File: config.mk
export PLATFORM = sky130hd
export DESIGN_NAME = bank_mapper
export DESIGN_NICKNAME = d
export VERILOG_FILES = /design/src/rtl/bankmap_pkg.sv /design/src/rtl/bank_reg_decode.sv /design/src/rtl/bank_chr_slots.sv /design/src/rtl/bank_prg_map.sv /design/src/rtl/bank_mirror.sv /design/src/rtl/bank_mapper.sv
export SDC_FILE = /design/constraint.sdc
export NUM_CORES = 1
export LEC_CHECK = 0
export ABC_AREA = 0
export ABC_CLOCK_PERIOD_IN_PS = 1730
export BUFFER_PORTS_ARGS = -buffer_cell sky130_fd_sc_hd__buf_2
export CELL_PAD_IN_SITES_DETAIL_PLACEMENT = 0
export CELL_PAD_IN_SITES_GLOBAL_PLACEMENT = 1
export CORE_MARGIN = 1
export CORE_UTILIZATION = 43
export CTS_BUF_LIST = sky130_fd_sc_hd__clkbuf_4
export CTS_CLUSTER_DIAMETER = 40
export DETAILED_ROUTE_END_ITERATION = 7
export PLACE_DENSITY = 0.88
export SYNTH_ARGS = -nofsm -noshare
export SYNTH_HDL_FRONTEND = slang
export SYNTH_SLANG_ARGS = --single-unit
export TNS_END_PERCENT = 5
File: constraint.sdc
create_clock -name clk_i -period 1.73 [get_ports clk_i]
set_clock_uncertainty 0.2 [all_clocks]
set_input_delay 0.0865 -clock clk_i [delete_from_list [all_inputs] [get_ports clk_i]]
set_output_delay 0.0865 -clock clk_i [all_outputs]
set_load 0.005 [all_outputs]
File: src/rtl/bankmap_pkg.sv
package bankmap_pkg;
  localparam int unsigned DATA_W  = 8;
  localparam int unsigned CHR_BW  = DATA_W;      // 1 KB bank number width
  localparam int unsigned SLOTS   = 8;
  localparam int unsigned SLOT_AW = $clog2(SLOTS);
  localparam int unsigned PRG_RAW = DATA_W - 2;  // raw 8 KB bank field
  localparam logic [11:0] WIN_TAG = 12'h7EF;

  typedef enum logic [3:0] {
    OFS_CHR2K_A = 4'h0,
    OFS_CHR2K_B = 4'h1,
    OFS_CHR1K_0 = 4'h2,
    OFS_CHR1K_1 = 4'h3,
    OFS_CHR1K_2 = 4'h4,
    OFS_CHR1K_3 = 4'h5,
    OFS_CTRL    = 4'h6,
    OFS_PRG_0   = 4'hA,
    OFS_PRG_1   = 4'hB,
    OFS_PRG_2   = 4'hC
  } reg_ofs_e;
endpackage

File: src/rtl/bank_reg_decode.sv
module bank_reg_decode
  import bankmap_pkg::*;
(
  input  logic        clk_i,
  input  logic        rst_ni,
  input  logic [15:0] cpu_addr_i,
  input  logic        cpu_we_i,
  output logic        chr2k_we_o,
  output logic        chr2k_idx_o,
  output logic        chr1k_we_o,
  output logic [1:0]  chr1k_idx_o,
  output logic        ctrl_we_o,
  output logic        prg_we_o,
  output logic [1:0]  prg_idx_o
);
  logic     win_hit;
  reg_ofs_e ofs;

  assign win_hit = cpu_we_i && (cpu_addr_i[15:4] == WIN_TAG);
  assign ofs     = reg_ofs_e'(cpu_addr_i[3:0]);

  always_comb begin
    chr2k_we_o  = 1'b0;
    chr2k_idx_o = 1'b0;
    chr1k_we_o  = 1'b0;
    chr1k_idx_o = 2'd0;
    ctrl_we_o   = 1'b0;
    prg_we_o    = 1'b0;
    prg_idx_o   = 2'd0;
    if (win_hit) begin
      case (ofs)
        OFS_CHR2K_A: begin chr2k_we_o = 1'b1; chr2k_idx_o = 1'b0; end
        OFS_CHR2K_B: begin chr2k_we_o = 1'b1; chr2k_idx_o = 1'b1; end
        OFS_CHR1K_0: begin chr1k_we_o = 1'b1; chr1k_idx_o = 2'd0; end
        OFS_CHR1K_1: begin chr1k_we_o = 1'b1; chr1k_idx_o = 2'd1; end
        OFS_CHR1K_2: begin chr1k_we_o = 1'b1; chr1k_idx_o = 2'd2; end
        OFS_CHR1K_3: begin chr1k_we_o = 1'b1; chr1k_idx_o = 2'd3; end
        OFS_CTRL:    ctrl_we_o = 1'b1;
        OFS_PRG_0:   begin prg_we_o = 1'b1; prg_idx_o = 2'd0; end
        OFS_PRG_1:   begin prg_we_o = 1'b1; prg_idx_o = 2'd1; end
        OFS_PRG_2:   begin prg_we_o = 1'b1; prg_idx_o = 2'd2; end
        default: ;
      endcase
    end
  end

  // no strobe without a write into the window
  a_r10_no_stray_strobe: assert property (@(posedge clk_i) disable iff (!rst_ni)
    (!cpu_we_i || cpu_addr_i[15:4] != WIN_TAG)
      |-> !(chr2k_we_o || chr1k_we_o || ctrl_we_o || prg_we_o));

  // unlisted offsets decode to nothing
  a_r10_unlisted_offset: assert property (@(posedge clk_i) disable iff (!rst_ni)
    (cpu_addr_i[3:0] inside {4'h7, 4'h8, 4'h9, 4'hD, 4'hE, 4'hF})
      |-> !(chr2k_we_o || chr1k_we_o || ctrl_we_o || prg_we_o));

  a_r10_one_strobe: assert property (@(posedge clk_i) disable iff (!rst_ni)
    $onehot0({chr2k_we_o, chr1k_we_o, ctrl_we_o, prg_we_o}));
endmodule

File: src/rtl/bank_chr_slots.sv
module bank_chr_slots
  import bankmap_pkg::*;
(
  input  logic                clk_i,
  input  logic                rst_ni,
  input  logic                chr2k_we_i,
  input  logic                chr2k_idx_i,
  input  logic                chr1k_we_i,
  input  logic [1:0]          chr1k_idx_i,
  input  logic                ctrl_we_i,
  input  logic [DATA_W-1:0]   data_i,
  input  logic [SLOT_AW-1:0]  slot_sel_i,
  output logic [CHR_BW-1:0]   bank_o
);
  logic                          swap_q;
  logic [SLOTS-1:0][CHR_BW-1:0]  slot_q;

  always_ff @(posedge clk_i or negedge rst_ni) begin
    if (!rst_ni)        swap_q <= 1'b0;
    else if (ctrl_we_i) swap_q <= data_i[1];
  end

  // placement is taken from swap_q at the write, never at the read
  for (genvar s = 0; s < SLOTS; s++) begin : g_slot
    localparam logic [SLOT_AW-1:0] SID = SLOT_AW'(s);
    logic hit2k, hit1k;
    assign hit2k = chr2k_we_i && (SID[2] == swap_q)  && (SID[1] == chr2k_idx_i);
    assign hit1k = chr1k_we_i && (SID[2] != swap_q)  && (SID[1:0] == chr1k_idx_i);

    always_ff @(posedge clk_i or negedge rst_ni) begin
      if (!rst_ni)    slot_q[s] <= CHR_BW'(s);
      else if (hit2k) slot_q[s] <= {data_i[DATA_W-1:1], SID[0]};
      else if (hit1k) slot_q[s] <= data_i;
    end
  end

  assign bank_o = slot_q[slot_sel_i];

  // a flag write alone moves no slot
  a_r7_flag_moves_nothing: assert property (@(posedge clk_i) disable iff (!rst_ni)
    ctrl_we_i |=> $stable(slot_q));

  // lower-half placement of the first 2 KB register
  a_r2_lower_pair: assert property (@(posedge clk_i) disable iff (!rst_ni)
    (chr2k_we_i && !chr2k_idx_i && !swap_q)
      |=> (slot_q[0] == {$past(data_i[DATA_W-1:1]), 1'b0})
       && (slot_q[1] == {$past(data_i[DATA_W-1:1]), 1'b1}));

  // 1 KB writes under swap leave the upper half alone
  a_r5_upper_kept: assert property (@(posedge clk_i) disable iff (!rst_ni)
    (chr1k_we_i && swap_q) |=> $stable(slot_q[SLOTS-1:SLOTS/2]));

  // 2 KB writes under swap leave the lower half alone
  a_r3_lower_kept: assert property (@(posedge clk_i) disable iff (!rst_ni)
    (chr2k_we_i && swap_q) |=> $stable(slot_q[SLOTS/2-1:0]));
endmodule

File: src/rtl/bank_prg_map.sv
module bank_prg_map
  import bankmap_pkg::*;
#(
  parameter int unsigned PRG_BANKS = 16,
  localparam int unsigned PRG_BW   = (PRG_BANKS > 2) ? $clog2(PRG_BANKS) : 1
) (
  input  logic                clk_i,
  input  logic                rst_ni,
  input  logic                prg_we_i,
  input  logic [1:0]          prg_idx_i,
  input  logic [PRG_RAW-1:0]  bank_raw_i,
  input  logic [14:0]         cpu_addr_i,
  output logic [PRG_BW+12:0]  prg_addr_o
);
  localparam logic [PRG_BW-1:0] LAST = PRG_BW'(PRG_BANKS - 1);
  localparam logic [PRG_BW-1:0] PENU = PRG_BW'(PRG_BANKS - 2);

  logic [2:0][PRG_BW-1:0] bank_q;
  logic [PRG_BW-1:0]      bank_wrap;
  logic [PRG_BW-1:0]      bank_sel;

  assign bank_wrap = PRG_BW'(32'(bank_raw_i) % PRG_BANKS);

  for (genvar w = 0; w < 3; w++) begin : g_win
    localparam logic [PRG_BW-1:0] RST = (w == 2) ? PENU : PRG_BW'(w);
    always_ff @(posedge clk_i or negedge rst_ni) begin
      if (!rst_ni)                                   bank_q[w] <= RST;
      else if (prg_we_i && prg_idx_i == 2'(w))       bank_q[w] <= bank_wrap;
    end
  end

  always_comb begin
    if (cpu_addr_i[14:13] == 2'b11) bank_sel = LAST;
    else                            bank_sel = bank_q[cpu_addr_i[14:13]];
  end

  assign prg_addr_o = {bank_sel, cpu_addr_i[12:0]};

  // stored banks always inside the ROM
  a_r8_bank_in_range: assert property (@(posedge clk_i) disable iff (!rst_ni)
    (32'(bank_q[0]) < PRG_BANKS) && (32'(bank_q[1]) < PRG_BANKS)
      && (32'(bank_q[2]) < PRG_BANKS));

  // an idle cycle keeps every bank
  a_r8_hold: assert property (@(posedge clk_i) disable iff (!rst_ni)
    !prg_we_i |=> $stable(bank_q));
endmodule

File: src/rtl/bank_mirror.sv
module bank_mirror (
  input  logic clk_i,
  input  logic rst_ni,
  input  logic ctrl_we_i,
  input  logic mode_i,
  input  logic ppu_a10_i,
  input  logic ppu_a11_i,
  output logic nt_a10_o
);
  logic vert_q;

  always_ff @(posedge clk_i or negedge rst_ni) begin
    if (!rst_ni)        vert_q <= 1'b1;
    else if (ctrl_we_i) vert_q <= mode_i;
  end

  assign nt_a10_o = vert_q ? ppu_a10_i : ppu_a11_i;

  // mode bit captured on the control write
  a_r6_mode_capture: assert property (@(posedge clk_i) disable iff (!rst_ni)
    ctrl_we_i |=> vert_q == $past(mode_i));

  a_r10_mode_hold: assert property (@(posedge clk_i) disable iff (!rst_ni)
    !ctrl_we_i |=> $stable(vert_q));
endmodule

File: src/rtl/bank_mapper.sv
module bank_mapper
  import bankmap_pkg::*;
#(
  parameter int unsigned PRG_BANKS = 16,
  localparam int unsigned PRG_BW   = (PRG_BANKS > 2) ? $clog2(PRG_BANKS) : 1
) (
  input  logic                    clk_i,
  input  logic                    rst_ni,
  input  logic [15:0]             cpu_addr_i,
  input  logic [DATA_W-1:0]       cpu_data_i,
  input  logic                    cpu_we_i,
  input  logic [13:0]             ppu_addr_i,
  output logic [PRG_BW+12:0]      prg_addr_o,
  output logic [CHR_BW+9:0]       chr_addr_o,
  output logic                    nt_a10_o
);
  logic              chr2k_we, chr2k_idx, chr1k_we, ctrl_we, prg_we;
  logic [1:0]        chr1k_idx, prg_idx;
  logic [CHR_BW-1:0] chr_bank;
  logic              unused_ppu_a13;

  assign unused_ppu_a13 = ppu_addr_i[13];

  bank_reg_decode u_decode (
    .clk_i       (clk_i),
    .rst_ni      (rst_ni),
    .cpu_addr_i  (cpu_addr_i),
    .cpu_we_i    (cpu_we_i),
    .chr2k_we_o  (chr2k_we),
    .chr2k_idx_o (chr2k_idx),
    .chr1k_we_o  (chr1k_we),
    .chr1k_idx_o (chr1k_idx),
    .ctrl_we_o   (ctrl_we),
    .prg_we_o    (prg_we),
    .prg_idx_o   (prg_idx)
  );

  bank_chr_slots u_chr (
    .clk_i       (clk_i),
    .rst_ni      (rst_ni),
    .chr2k_we_i  (chr2k_we),
    .chr2k_idx_i (chr2k_idx),
    .chr1k_we_i  (chr1k_we),
    .chr1k_idx_i (chr1k_idx),
    .ctrl_we_i   (ctrl_we),
    .data_i      (cpu_data_i),
    .slot_sel_i  (ppu_addr_i[12:10]),
    .bank_o      (chr_bank)
  );

  bank_prg_map #(.PRG_BANKS(PRG_BANKS)) u_prg (
    .clk_i      (clk_i),
    .rst_ni     (rst_ni),
    .prg_we_i   (prg_we),
    .prg_idx_i  (prg_idx),
    .bank_raw_i (cpu_data_i[DATA_W-1:2]),
    .cpu_addr_i (cpu_addr_i[14:0]),
    .prg_addr_o (prg_addr_o)
  );

  bank_mirror u_mirror (
    .clk_i     (clk_i),
    .rst_ni    (rst_ni),
    .ctrl_we_i (ctrl_we),
    .mode_i    (cpu_data_i[0]),
    .ppu_a10_i (ppu_addr_i[10]),
    .ppu_a11_i (ppu_addr_i[11]),
    .nt_a10_o  (nt_a10_o)
  );

  assign chr_addr_o = {chr_bank, ppu_addr_i[9:0]};

  // offset inside a 1 KB slot passes straight through
  a_r12_chr_offset: assert property (@(posedge clk_i) disable iff (!rst_ni)
    chr_addr_o[9:0] == ppu_addr_i[9:0]);
endmodule

==> summary.txt, run 1 <==
synth top area cells -> dfrtp_1 36%, mux2_2 22%, dfstp_2 10%, mux4_2 8.4%, buf_4 4.7%
Final Slew Violations -> 0
worst vdd ir -> 254 uV
Worst setup EP type -> output port
critical path cell sequence -> mux4_2 -> mux2_4 -> buf_6
CTS root buffer -> clkbuf_4
post-synthesis cell count -> 309
count of buffers from port buffering -> 55
final WL -> 9.55 mm
first-pass GRT wire length -> 15.3 mm
crit share post-route -> 1.16
Worst Path Buf+Inv -> 1
Synth Area per Inst -> 13.8 sq um
ANT cells -> 0
top post-synthesis cells by count -> 82 x mux2_2, 61 x dfrtp_1, 27 x buf_4
synthesis warning total -> 0
Worst R2R Start -> u_chr.swap_q
via count -> 2,904
critical path class -> flip-flop to output port
R2R depth -> 4
Worst path max stage delay -> 460 ps
status -> finished, violations left
initial antenna violation count -> 0
adder-cell share of the synthesized area -> 0
Worst setup startpoint -> u_chr.slot_q[41]
post-synthesis xor/xnor area fraction -> 0.00205
reg-to-reg setup timing slack -> -110 ps
TritonRoute pass-1 iters -> 4
Synth Area in Compound Gates -> 0.0418
Detailed Route Iter0 Violations -> 125
crit path DAT -> 1710 ps
CP delay by family, top -> multiplexers
Synth cell types -> 52
Post-DRT Antenna Nets -> 0
Sink Count -> 78
Residual DRC -> 0
post-synthesis sequential area ratio -> 0.461
critical path depth -> 3
Max-slew headroom -> 0.517
Die ar. -> 10,300 sq um
fmax -> 0.500 GHz
CP startpoint kind -> flip-flop
Finished Cell Area -> 5470 sq um
FILL cells -> 753
most frequent cell after synthesis -> mux2_2
Mapped Area -> 4280 sq um
Syn Nets -> 350
Rows -> 36
CP Capture Point -> chr_addr_o[11]
gpl congestion -> 0.818
RSZ-0062 raised after global routing -> yes
pwr dens -> 634 nW/um^2
initial core utilization -> 0.442
clock-pin slew on the worst setup and hold paths -> 140 ps
final worst slack -> -271 ps
Die W -> 102 um
WL/cell -> 17.6 um
DP HPWL -> 6.70 mm
Async S/R FF share, synth -> 1.00
top cell type's share of synthesized area -> 0.357
leakage power -> 2.61 nW
Reg-to-Reg End -> u_chr.slot_q[53]
Ports -> 77
largest net degree at the start of global routing -> 43
hold_ws -> 8.03 ps
worst-skew pair later-pin latency -> 430 ps
min cycle time layout -> 2000 ps
CP max stage cell -> mux4_2
worst min path class -> primary input to flip-flop
# setup viols final -> 33
failing checks -> negative setup slack
Die Ht -> 102 um
gr usage total -> 0.197
Final Hold Fails -> 0
area leader, netlist -> dfrtp_1
Seq cells post-synth -> 78
CTS tree -> built
fraction of synthesized area in multiplexers -> 0.307
layout cells sized above 1 -> 0.634
via/cell ratio -> 5.35
Worst Path Max Fanout -> 2
core box area -> 9680 sq um
Longest Clk Path Bufs -> 2
ys flop type -> dfrtp_1
Req. time, crit path -> 1440 ps
H-tree levels -> 3
# nets final -> 446
Post-DP Area -> 4890 sq um
max_cap viols -> 0
total CTS buffers -> 9
Worst Tran Pin Value -> 723 ps
number of synthesized flops with an enable pin -> 0
largest family of logic cells by synthesized area -> multiplexers
vias in the first global route -> 2,989
simple-gate share of the synthesized area -> 0.117
total grt overflow -> 0
layout overhead on the synthesized area -> 27.8%
## worst min-delay path, cell delays in order
cell and delay (ps):
buf_2 190, buf_4 170, or4_4 120, o311ai_1 80
## report_power, final
| group | leakage (nW) | switching [mW] | internal (mW) | total (mW) |
|---|---|---|---|---|
| Clock | 0.0883 | 0.686 | 0.592 | 1.28 |
| Sequential | 1.02 | 0.000346 | 1.83 | 1.83 |
| Combinational | 1.50 | 0.186 | 0.178 | 0.363 |
## cells by family after synthesis
kind of cell              after synthesis
muxes                                 101
DFF                                    78
and+or+nand+nor                        59
buffers and inverters                  47
AOI/OAI and AO/OA                      23
xor gates and xnor gates                1
## worst min path at each step
stage | to | startpoint | cells after the start
after detailed placement | u_chr.slot_q[7] | rst_ni | 1
after global routing | u_chr.slot_q[56] | cpu_addr_i[10] | 5
final | u_chr.slot_q[24] | cpu_addr_i[1] | 4
after CTS | u_chr.slot_q[48] | cpu_addr_i[1] | 4
after global placement | u_chr.slot_q[7] | rst_ni | 1
after floorplan | u_chr.slot_q[0] | rst_ni | 0
## timing repair
action / 4_1_cts / 5_1_grt
setup endpoints to repair: 50 / 53
endpoints found under the hold margin: 147 / 0
setup buffers: 3 / 1
pin swaps: 2 / 4
gates resized for setup: 18 / 13
hold buffers: 24 / 0
## layout by cell type (no fill, tap or decap), types with 3 or more instances in the layout
| cell | n |
|---|---|
| nor3_1 | 3 |
| and3b_1 | 3 |
| mux2_2 | 70 |
| nand2_1 | 6 |
| nor2_1 | 3 |
| and4_1 | 3 |
| dlygate4sd3_1 | 24 |
| nand4_1 | 3 |
| buf_2 | 49 |
| and4bb_2 | 3 |
| mux4_2 | 16 |
| buf_6 | 9 |
| o22a_1 | 4 |
| buf_12 | 8 |
| clkbuf_4 | 9 |
| nand3_1 | 3 |
| buf_4 | 40 |
| nand4_4 | 4 |
| and3_1 | 4 |
| dfstp_2 | 17 |
| dfrtp_1 | 61 |
| mux2_4 | 12 |
| nand3b_1 | 5 |
## metrics by stage
step           power, mW  setup WS [ps]  utilization  TNS, ps  std cells
5_1_grt             3.60           -325        0.564    -5590        543
3_5_place_dp        2.17           -147        0.505    -6280        499
2_1_floorplan       2.02          -19.1            -     -137        309
4_1_cts             3.48           -285        0.558    -3730        542
3_3_place_gp        2.16           -143        0.505    -5400        499
6_report            3.47           -271        0.564    -3670        543
## routing by layer
metal | part of all wire | vias to the layer above | global-route usage | wire length (um)
li1 | - | 1334 | - | -
met1 | 0.44 | 1511 | 0.252 | 4200
met2 | 0.53 | 49 | 0.339 | 5060
met3 | 0.019 | 10 | 0.0242 | 177
met4 | 0.012 | 0 | 0.0792 | 112
met5 | 0 | - | 0 | 0
## registers in the layout (all words and copies together) (netlist names)
name / cells
u_mirror.vert_q: 1
u_prg.bank_q: 12
u_chr.swap_q: 1
u_chr.slot_q: 64
## area by class of cell
type,instances,area (sq um),share of cell area
well taps,133,166,0.0304
clock buffers,9,67.6,0.0124
flip-flops and latches,78,1970,0.361
multi-input cells,184,2110,0.386
inverters,2,7.51,0.00137
clock inverters,7,95.1,0.0174
repair buffers,130,1050,0.192
Note: power is estimated with default switching activity, not from simulation.
==> run 2: changes to the inputs <==
Settings changed: TNS_END_PERCENT 5 to unset.
==> run 2 against run 1 <==
The run still ends with negative setup slack left. Power shrank 4.1%. Global-route usage rose by 1.2 points. Clock power down 13%. Setup slack improved by 0.90 ps. Register-to-register slack worse by 30 ps. Critical path depth is the same. Via count rose by 3.1%. Fmax hardly changed. First-iteration DRC count rose by 12%. Count of clock-buffer cells in the layout grew 1. Combinational power is 6.3% higher.
==> summary.txt, run 2 (synthesized netlist as in run 1, its figures left out) <==
crit share post-route -> 1.16
Reg-to-Reg End -> u_chr.slot_q[61]
final worst slack -> -270 ps
Residual DRC -> 0
largest net degree at the start of global routing -> 64
vias in the first global route -> 3,048
TritonRoute pass-1 iters -> 4
hold_ws -> 13.3 ps
Hold Path End -> u_chr.slot_q[56]
via count -> 2,993
DP HPWL -> 6.64 mm
worst vdd ir -> 317 uV
initial core utilization -> 0.442
CP max stage cell -> mux4_2
max_cap viols -> 0
gpl congestion -> 0.881
worst min path class -> primary input to flip-flop
Detailed Route Iter0 Violations -> 140
Worst R2R Start -> u_chr.swap_q
status -> finished, violations left
HP Start -> cpu_addr_i[10]
Longest Clk Path Bufs -> 2
WHS Path Cells -> 5
RSZ-0062 raised after global routing -> yes
max reg flops -> 64
critical path class -> flip-flop to output port
initial antenna violation count -> 0
fmax -> 0.500 GHz
pwr dens -> 583 nW/um^2
worst-skew pair later-pin latency -> 420 ps
min cycle time layout -> 2000 ps
Final Hold Fails -> 0
layout cells sized above 1 -> 0.670
failing checks -> negative setup slack
Die ar. -> 10,300 sq um
CP startpoint kind -> flip-flop
R2R depth -> 6
critical path cell sequence -> mux4_2 -> mux2_4 -> buf_6
gr usage total -> 0.209
Max-slew headroom -> 0.563
H-tree levels -> 3
ANT cells -> 0
CP delay by family, top -> multiplexers
Worst Path Buf+Inv -> 1
Die Ht -> 102 um
FILL cells -> 721
Final Slew Violations -> 0
Ports -> 77
via/cell ratio -> 5.43
leakage power -> 2.72 nW
largest registers -> u_chr.slot_q: 64 flops, u_prg.bank_q: 12 flops
Worst Path Max Fanout -> 2
core box area -> 9680 sq um
setup TNS -> -4790 ps
first-pass GRT wire length -> 15.9 mm
Req. time, crit path -> 1440 ps
# nets final -> 454
Post-DRT Antenna Nets -> 0
CTS root buffer -> clkbuf_4
layout overhead on the synthesized area -> 33.4%
Worst path max stage delay -> 480 ps
CTS tree -> built
crit path DAT -> 1710 ps
Die W -> 102 um
final WL -> 10.7 mm
Worst setup EP type -> output port
Sink Count -> 78
Worst Tran Pin Value -> 653 ps
# setup viols final -> 47
total grt overflow -> 0
WL/cell -> 19.4 um
total CTS buffers -> 9
commonest non-fill, non-tap cell in the layout -> dfrtp_1
Top reg by flops -> u_chr.slot_q
Rows -> 36
reg-to-reg setup timing slack -> -140 ps
clock-pin slew on the worst setup and hold paths -> 130 ps
commonest cells after routing, fill and taps aside -> 61 x dfrtp_1, 51 x buf_2, 43 x mux2_2, 43 x buf_4, 39 x mux2_4
count of buffers from port buffering -> 55
## run 2: changes by cell type in the layout (fill, tap and decap cells not counted), moves of 2 or more
cell           before  now
mux2_2             70   43
mux2_4             12   39
buf_6               9   14
buf_4              40   43
dlygate4sd3_1      24   21
o21ai_4             1    4
buf_2              49   51
nor3_1              3    1
nor3_4              1    3
o21ai_2             2    0
## run 2: area by class of cell
class	count	area [sq um]	area share
inverters	2	7.51	0.00132
multi-input cells	184	2300	0.403
clock inverters	6	61.3	0.0107
well taps	133	166	0.0292
clock buffers	10	75.1	0.0132
repair buffers	138	1130	0.197
flip-flops and latches	78	1970	0.346
## run 2: how the worst max path moves through the flow
| stage | depth (start not counted) | startpoint | end |
|---|---|---|---|
| global placement | 7 | cpu_addr_i[8] | u_chr.slot_q[52] |
| finish | 3 | u_chr.slot_q[61] | chr_addr_o[15] |
| CTS | 3 | u_chr.slot_q[0] | chr_addr_o[10] |
| global route | 3 | u_chr.slot_q[0] | chr_addr_o[10] |
| detailed placement | 7 | cpu_addr_i[8] | u_chr.slot_q[51] |
| floorplan | 5 | cpu_addr_i[0] | u_chr.slot_q[1] |
## run 2: tightest hold or removal path, delay by kind of cell
kind | cells | cell delay (ps)
buffers and inverters | 2 | 250
and+or+nand+nor | 2 | 230
AOI/OAI and AO/OA | 1 | 80
## run 2: stage by stage
stage / instance area, sq um / setup WS, ps / total power, mW / util / cells
after floorplan: 4300 / -19.1 / 2.02 / - / 309
after global placement: 4870 / -177 / 2.16 / 0.503 / 498
after detailed placement: 4870 / -176 / 2.17 / 0.503 / 498
after CTS: 5480 / -291 / 3.33 / 0.566 / 541
after global routing: 5710 / -341 / 3.47 / 0.589 / 551
final: 5710 / -270 / 3.33 / 0.589 / 551
## run 2: timing repair
| item | in CTS | in global routing |
|---|---|---|
| pin swaps | 7 | 9 |
| endpoints found under the hold margin | 148 | 0 |
| endpoints found under the setup margin | 57 | 72 |
| cloned | 1 | 0 |
| setup buffers | 5 | 11 |
| hold buffers | 21 | 0 |
| resized for setup | 48 | 31 |
## run 2: power by group
group | switching [mW] | leakage [nW] | total [mW] | internal, mW
registers | 0.000370 | 1.02 | 1.83 | 1.83
clock network | 0.657 | 0.0782 | 1.11 | 0.456
logic | 0.200 | 1.62 | 0.386 | 0.186
## run 2: layer usage
metal / vias to the layer above / wire length (um) / GRT usage
met5: - / 0 / 0
met1: 1569 / 4680 / 0.270
met3: 13 / 364 / 0.0345
li1: 1343 / - / -
met4: 0 / 167 / 0.0925
met2: 68 / 5480 / 0.345
